## config.mk

```make
export PLATFORM = sky130hd
export DESIGN_NAME = evr_router
export DESIGN_NICKNAME = d
export VERILOG_FILES = /design/src/rtl/evr_pkg.sv /design/src/rtl/evr_cfg_regs.sv /design/src/rtl/evr_channel.sv /design/src/rtl/evr_sink.sv /design/src/rtl/evr_router.sv
export SDC_FILE = /design/constraint.sdc
export NUM_CORES = 1
export LEC_CHECK = 0
export ABC_AREA = 1
export BUFFER_PORTS_ARGS = -buffer_cell sky130_fd_sc_hd__buf_2
export CAP_MARGIN = 10
export CELL_PAD_IN_SITES_DETAIL_PLACEMENT = 0
export CELL_PAD_IN_SITES_GLOBAL_PLACEMENT = 1
export CORE_AREA = 2 2 117 119
export DETAILED_ROUTE_END_ITERATION = 12
export DIE_AREA = 0 0 119 121
export PLACE_DENSITY_LB_ADDON = 0.1
export SYNTH_ARGS = -nofsm -noshare
export SYNTH_HDL_FRONTEND = slang
export SYNTH_SLANG_ARGS = --single-unit
```

## constraint.sdc

```tcl
create_clock -name clk -period 1.43 [get_ports clk]
set_input_delay 0.2145 -clock clk [delete_from_list [all_inputs] [get_ports clk]]
set_output_delay 0.2145 -clock clk [all_outputs]
set_load 0.1 [all_outputs]
```

## src/rtl/evr_pkg.sv

```systemverilog
package evr_pkg;

  typedef enum logic [1:0] {
    REG_NONE = 2'd0,
    REG_CHAN = 2'd1,
    REG_SINK = 2'd2,
    REG_LOCK = 2'd3
  } reg_kind_e;

  function automatic int max2(input int a, input int b);
    return (a > b) ? a : b;
  endfunction

  // Address decode: channel selects, then sink selects, then the lock bit.
  function automatic reg_kind_e reg_kind(input int addr, input int nch, input int nsink);
    if (addr < nch) return REG_CHAN;
    if (addr < nch + nsink) return REG_SINK;
    if (addr == nch + nsink) return REG_LOCK;
    return REG_NONE;
  endfunction

endpackage

```

## src/rtl/evr_cfg_regs.sv

```systemverilog
module evr_cfg_regs
  import evr_pkg::*;
#(
  parameter int NUM_CH   = 8,
  parameter int NUM_SINK = 8,
  parameter int SRC_W    = 4,
  parameter int SNK_W    = 4,
  parameter int ADDR_W   = 5,
  parameter int DATA_W   = 4
) (
  input  logic                             clk,
  input  logic                             rst_n,
  input  logic                             cfg_we,
  input  logic [ADDR_W-1:0]                cfg_addr,
  input  logic [DATA_W-1:0]                cfg_wdata,
  output logic [DATA_W-1:0]                cfg_rdata,
  output logic [NUM_CH-1:0][SRC_W-1:0]     chan_sel,
  output logic [NUM_SINK-1:0][SNK_W-1:0]   sink_sel,
  output logic                             locked
);

  reg_kind_e                 kind;
  logic [NUM_CH-1:0]         wr_chan;
  logic [NUM_SINK-1:0]       wr_sink;
  logic                      wr_lock;
  logic [NUM_CH-1:0][SRC_W-1:0]   chan_q;
  logic [NUM_SINK-1:0][SNK_W-1:0] sink_q;
  logic                      lock_q;

  assign kind = reg_kind(int'(cfg_addr), NUM_CH, NUM_SINK);

  always_comb begin
    for (int i = 0; i < NUM_CH; i++)
      wr_chan[i] = cfg_we && !lock_q && (kind == REG_CHAN) && (int'(cfg_addr) == i);
    for (int j = 0; j < NUM_SINK; j++)
      wr_sink[j] = cfg_we && !lock_q && (kind == REG_SINK) && (int'(cfg_addr) == NUM_CH + j);
    wr_lock = cfg_we && (kind == REG_LOCK) && cfg_wdata[0];
  end

  always_ff @(posedge clk or negedge rst_n) begin
    if (!rst_n) begin
      chan_q <= '0;
      sink_q <= '0;
      lock_q <= 1'b0;
    end else begin
      for (int i = 0; i < NUM_CH; i++)
        if (wr_chan[i]) chan_q[i] <= cfg_wdata[SRC_W-1:0];
      for (int j = 0; j < NUM_SINK; j++)
        if (wr_sink[j]) sink_q[j] <= cfg_wdata[SNK_W-1:0];
      if (wr_lock) lock_q <= 1'b1;
    end
  end

  always_comb begin
    cfg_rdata = '0;
    for (int i = 0; i < NUM_CH; i++)
      if (int'(cfg_addr) == i) cfg_rdata[SRC_W-1:0] = chan_q[i];
    for (int j = 0; j < NUM_SINK; j++)
      if (int'(cfg_addr) == NUM_CH + j) cfg_rdata[SNK_W-1:0] = sink_q[j];
    if (kind == REG_LOCK) cfg_rdata[0] = lock_q;
  end

  assign chan_sel = chan_q;
  assign sink_sel = sink_q;
  assign locked   = lock_q;

  // once set, the lock survives until reset
  p_lock_sticky_r7: assert property (@(posedge clk) disable iff (!rst_n)
    lock_q |=> lock_q);

  // routing registers frozen while locked
  p_lock_freeze_r8: assert property (@(posedge clk) disable iff (!rst_n)
    lock_q |=> ($stable(chan_q) && $stable(sink_q)));

  // a single write touches at most one routing register
  p_one_target_r6: assert property (@(posedge clk) disable iff (!rst_n)
    $onehot0({wr_chan, wr_sink, wr_lock}));

endmodule

```

## src/rtl/evr_channel.sv

```systemverilog
module evr_channel #(
  parameter int NUM_SRC = 15,
  parameter int SRC_W   = 4
) (
  input  logic               clk,
  input  logic               rst_n,
  input  logic [SRC_W-1:0]   sel,
  input  logic [NUM_SRC-1:0] src_evt,
  output logic               pulse
);

  logic hit;
  logic pulse_q;

  always_comb begin
    hit = 1'b0;
    for (int k = 1; k <= NUM_SRC; k++)
      if (sel == SRC_W'(k)) hit = src_evt[k-1];
  end

  always_ff @(posedge clk or negedge rst_n) begin
    if (!rst_n) pulse_q <= 1'b0;
    else        pulse_q <= hit;
  end

  assign pulse = pulse_q;

  // a channel switched off stays silent
  p_off_quiet_r2: assert property (@(posedge clk) disable iff (!rst_n)
    (sel == '0) |=> !pulse);

  // a strobe on the selected line appears one edge later
  p_strobe_pass_r4: assert property (@(posedge clk) disable iff (!rst_n)
    ((sel != '0) && (int'(sel) <= NUM_SRC) && src_evt[int'(sel) - 1]) |=> pulse);

  // no strobe when selected line is quiet
  p_no_spurious_r2: assert property (@(posedge clk) disable iff (!rst_n)
    ((sel == '0) || (int'(sel) > NUM_SRC) || !src_evt[int'(sel) - 1]) |=> !pulse);

endmodule

```

## src/rtl/evr_sink.sv

```systemverilog
module evr_sink #(
  parameter int NUM_CH  = 8,
  parameter int CH_W    = 3,
  parameter bit OUT_REG = 1'b1
) (
  input  logic              clk,
  input  logic              rst_n,
  input  logic [CH_W:0]     sel,
  input  logic [NUM_CH-1:0] ch_pulse,
  output logic              act
);

  logic en;
  logic pick;

  assign en = sel[CH_W];

  always_comb begin
    pick = 1'b0;
    for (int c = 0; c < NUM_CH; c++)
      if (en && (sel[CH_W-1:0] == CH_W'(c))) pick = ch_pulse[c];
  end

  generate
    if (OUT_REG) begin : g_reg
      logic act_q;
      always_ff @(posedge clk or negedge rst_n) begin
        if (!rst_n) act_q <= 1'b0;
        else        act_q <= pick;
      end
      assign act = act_q;

      // registered sink follows its channel one edge later
      p_sink_follow_r4: assert property (@(posedge clk) disable iff (!rst_n)
        (en && ch_pulse[sel[CH_W-1:0]]) |=> act);

      // a disabled sink never strobes
      p_sink_off_r3: assert property (@(posedge clk) disable iff (!rst_n)
        !en |=> !act);
    end else begin : g_comb
      assign act = pick;

      // a disabled sink never strobes
      p_sink_off_r3: assert property (@(posedge clk) disable iff (!rst_n)
        !en |-> !act);
    end
  endgenerate

endmodule

```

## src/rtl/evr_router.sv

```systemverilog
module evr_router
  import evr_pkg::*;
#(
  parameter int NUM_CH   = 8,
  parameter int NUM_SRC  = 15,
  parameter int NUM_SINK = 8,
  parameter bit OUT_REG  = 1'b1,
  parameter int ADDR_W   = $clog2(NUM_CH + NUM_SINK + 1),
  parameter int DATA_W   = max2($clog2(NUM_SRC + 1), max2($clog2(NUM_CH), 1) + 1)
) (
  input  logic                clk,
  input  logic                rst_n,
  input  logic                cfg_we,
  input  logic [ADDR_W-1:0]   cfg_addr,
  input  logic [DATA_W-1:0]   cfg_wdata,
  output logic [DATA_W-1:0]   cfg_rdata,
  input  logic [NUM_SRC-1:0]  src_evt,
  output logic [NUM_SINK-1:0] act_evt
);

  localparam int SRC_W = $clog2(NUM_SRC + 1);
  localparam int CH_W  = max2($clog2(NUM_CH), 1);
  localparam int SNK_W = CH_W + 1;

  logic [NUM_CH-1:0][SRC_W-1:0]   chan_sel;
  logic [NUM_SINK-1:0][SNK_W-1:0] sink_sel;
  logic                           locked;
  logic [NUM_CH-1:0]              ch_pulse;

  evr_cfg_regs #(
    .NUM_CH(NUM_CH), .NUM_SINK(NUM_SINK), .SRC_W(SRC_W), .SNK_W(SNK_W),
    .ADDR_W(ADDR_W), .DATA_W(DATA_W)
  ) i_regs (
    .clk(clk), .rst_n(rst_n), .cfg_we(cfg_we), .cfg_addr(cfg_addr),
    .cfg_wdata(cfg_wdata), .cfg_rdata(cfg_rdata),
    .chan_sel(chan_sel), .sink_sel(sink_sel), .locked(locked)
  );

  generate
    for (genvar c = 0; c < NUM_CH; c++) begin : g_ch
      evr_channel #(.NUM_SRC(NUM_SRC), .SRC_W(SRC_W)) i_ch (
        .clk(clk), .rst_n(rst_n), .sel(chan_sel[c]),
        .src_evt(src_evt), .pulse(ch_pulse[c])
      );
    end
    for (genvar s = 0; s < NUM_SINK; s++) begin : g_sink
      evr_sink #(.NUM_CH(NUM_CH), .CH_W(CH_W), .OUT_REG(OUT_REG)) i_sink (
        .clk(clk), .rst_n(rst_n), .sel(sink_sel[s]),
        .ch_pulse(ch_pulse), .act(act_evt[s])
      );
    end
  endgenerate

  // routing keeps working while locked: a locked system has no writes land
  p_locked_writes_void_r8: assert property (@(posedge clk) disable iff (!rst_n)
    (locked && cfg_we && (int'(cfg_addr) < NUM_CH + NUM_SINK)) |=> $stable(chan_sel));

  // lock starts clear after reset
  p_reset_unlocked_r1: assert property (@(posedge clk)
    $rose(rst_n) |-> !locked);

endmodule

```

==> flow_summary.yaml <==
drt:
  wl_mm: 18.6
  drt_first_pass_iters: 5
  num_vias: 5857
  drt-initial-drc-count: 401
  ant_nets: 0
  avgRoutedWirePerCell_um: 17.0
  route.detailed.drc: 0
  avgViaCountPerCell: 5.35
logic_synthesis:
  synth.most_common_cell: "nand2_1"
  synth_cell_types: 32
  yosys_register_bits: 81
  syn-num-nets: 784
  syn_area_per_cell_um2: 6.81
  synth_top_flop_cell: "dfrtp_1"
  netlist_instances: 757
  syn_area_um2: 5150
  ys_seq_area_share_pct: 39.3
  yosys.area.top_type: "dfrtp_1"
  synth-edff-count: 0
  synthTopCellsByArea: "dfrtp_1 39%, nand2_1 15%, o21ai_0 10%, inv_1 6.0%, nor2_1 5.4%"
  yosysWarnings: 0
  yosys.area.top_type_share_pct: 39.3
  synthTopCellsByCount: "209 x nand2_1, 106 x o21ai_0, 82 x inv_1, 81 x dfrtp_1, 74 x nor2_1"
  postSynth.asyncResetShare_pct: 100
sta:
  relSlewSlack_pct: 67.9
  fin_crit_sh_pct: 145
  skew_ps: 4.22
  hold_viol_final: 0
  period_minus_slack_ps: 2080
  tns_ps: -2880
  worst_pin_slew_ps: 484
  slew_viol_final: 0
  setup_slack_ps: -645
  setup_violations: 11
  fmax_mhz: 482
  rsz0062_at_grt: "true"
min_path:
  hold_path.class: "input pin to flop"
critical_path:
  critPathKind: "flop to output pin"
  r2r_slack_ps: -120
  arrival_ps: 1860
  cp_data_required_time_ps: 1220
  cp-end-kind: "output pin"
  path_max_fanout: 2
  cp-start-kind: "flop"
global_routing:
  grt_pass1_wl_mm: 29.0
  track_usage_pct: 26.0
  grt_overflow: 0
  first_global_vias: 5501
  antenna_found_initial: 0
  grt_max_degree: 36
clock_network:
  htreeDepth: 3
  max-clock-path-buffers: 2
  path_clk_slew_ps: 60
  numCtsBuffers: 9
  clockRootBuffer: "clkbuf_16"
  cts_tree: "done"
  clock_latency_ps: 350
  clkSinkCount: 81
floorplanning:
  die_x_um: 119
  start_util_pct: 39.4
  core_area_um2: 13100
  die_h_um: 121
  rows: 42
  die-area_um2: 14400
  num_io_pins: 39
cells_and_area:
  final_area_um2: 7100
  diodes: 0
  drive_gt1_share_pct: 27.6
  area_growth_pct: 37.7
  nNetsFinal: 941
power_and_ir_drop:
  leakagePower_uw: 0.00313
  p_per_area_nw_per_um2: 722
  irDropWorstVdd_mv: 0.518
place:
  routabilityCongestion: 0.951
  placed_area_um2: 6540
  numPortBuffers: 38
  hpwl_mm: 14.1
run:
  drv_cap: 0
run_status:
  violations: "setup timing"
  outcome: "finished, violations left"
## cell type report
cell class	count	area [um2]
tap	176	220
inverter	87	352
multi-input combinational	562	2860
sequential	81	2030
clock inverter	7	78.8
fill	1304	5990
clock buffer	9	225
timing repair buffer	173	1340
## power breakdown
part	internal, uW	switching, uW
clock	1370	1030
sequential	2290	0
combinational	158	281
total	3820	1310
## repair_timing
action	CTS	global route
setup endpoints to repair	11	16
setup buffers	3	9
pin swaps	15	29
hold endpoints to repair	22	0
hold buffers	1	0
resized for setup	40	53
## metrics by stage
step	hold WS (ps)	util (%)	worst slack, ps	cells	power [uW]
2_1_floorplan	-81.1	-	-737	757	2470
3_3_place_gp	136	50.0	-533	1075	2760
3_5_place_dp	143	50.0	-568	1075	2760
4_1_cts	123	53.0	-657	1093	5130
5_1_grt	154	54.3	-789	1095	5250
6_report	127	54.3	-645	1095	5120
## routing by layer
metal	vias up	routed length (um)	track usage, %
met2	195	9450	46.4
met3	33	827	3.29
li1	2877	-	-
met1	2752	7970	32.4
met5	-	0	0
met4	0	382	8.85
## kinds of logic after synthesis
| group | after synthesis | share of synthesized area, % |
|---|---|---|
| buffers and inverters | 114 | 9.03 |
| DFF | 81 | 39.3 |
| AOI/OAI and AO/OA | 193 | 21.4 |
| and+or+nand+nor | 369 | 30.3 |
## state kept, by name (all words and copies together), names as in the netlist
name               cells
i_regs.chan_sel       32
i_regs.locked          1
g_sink.i_sink.act      8
i_regs.sink_sel       32
g_ch.i_ch.pulse        8
## cells in the final DEF, fill, tap and decap left out, types with 9 or more instances in the layout
cell type / instances
nand3_1: 27
a211oi_1: 10
buf_2: 33
nand2_2: 10
nand2_1: 193
a21oi_1: 34
inv_2: 12
clkbuf_16: 9
dfrtp_1: 80
o21ai_1: 13
nand4_1: 23
nor2_1: 68
nor3_1: 10
inv_1: 67
buf_4: 122
o211ai_1: 12
nor4_1: 10
buf_6: 11
o21ai_0: 92
## path summary, 6_finish.rpt
kind / from / to / cells past startpoint
max: i_regs.chan_sel[9] / cfg_rdata[1] / 11
min: cfg_we / i_regs.locked / 3
max reg2reg: i_regs.chan_sel[29] / g_ch[7].i_ch.pulse / 7
min reg2reg: i_regs.sink_sel[7] / i_regs.sink_sel[7] / 2
max in group asynchronous: rst_n / i_regs.chan_sel[29] / 3
min in group asynchronous: rst_n / i_regs.sink_sel[23] / 2
## worst max-delay path, stage by stage (launching register included)
cell     delay, ps
dfrtp_1        410
inv_2           90
nor2_1          50
nor2_1         110
nand4_1        100
nand2_1         80
nand2_1         60
nor2_2          90
nand4_1         80
nor2_1         100
nand4_1        150
buf_12         200
No activity file was read; power rests on OpenSTA's default activity.
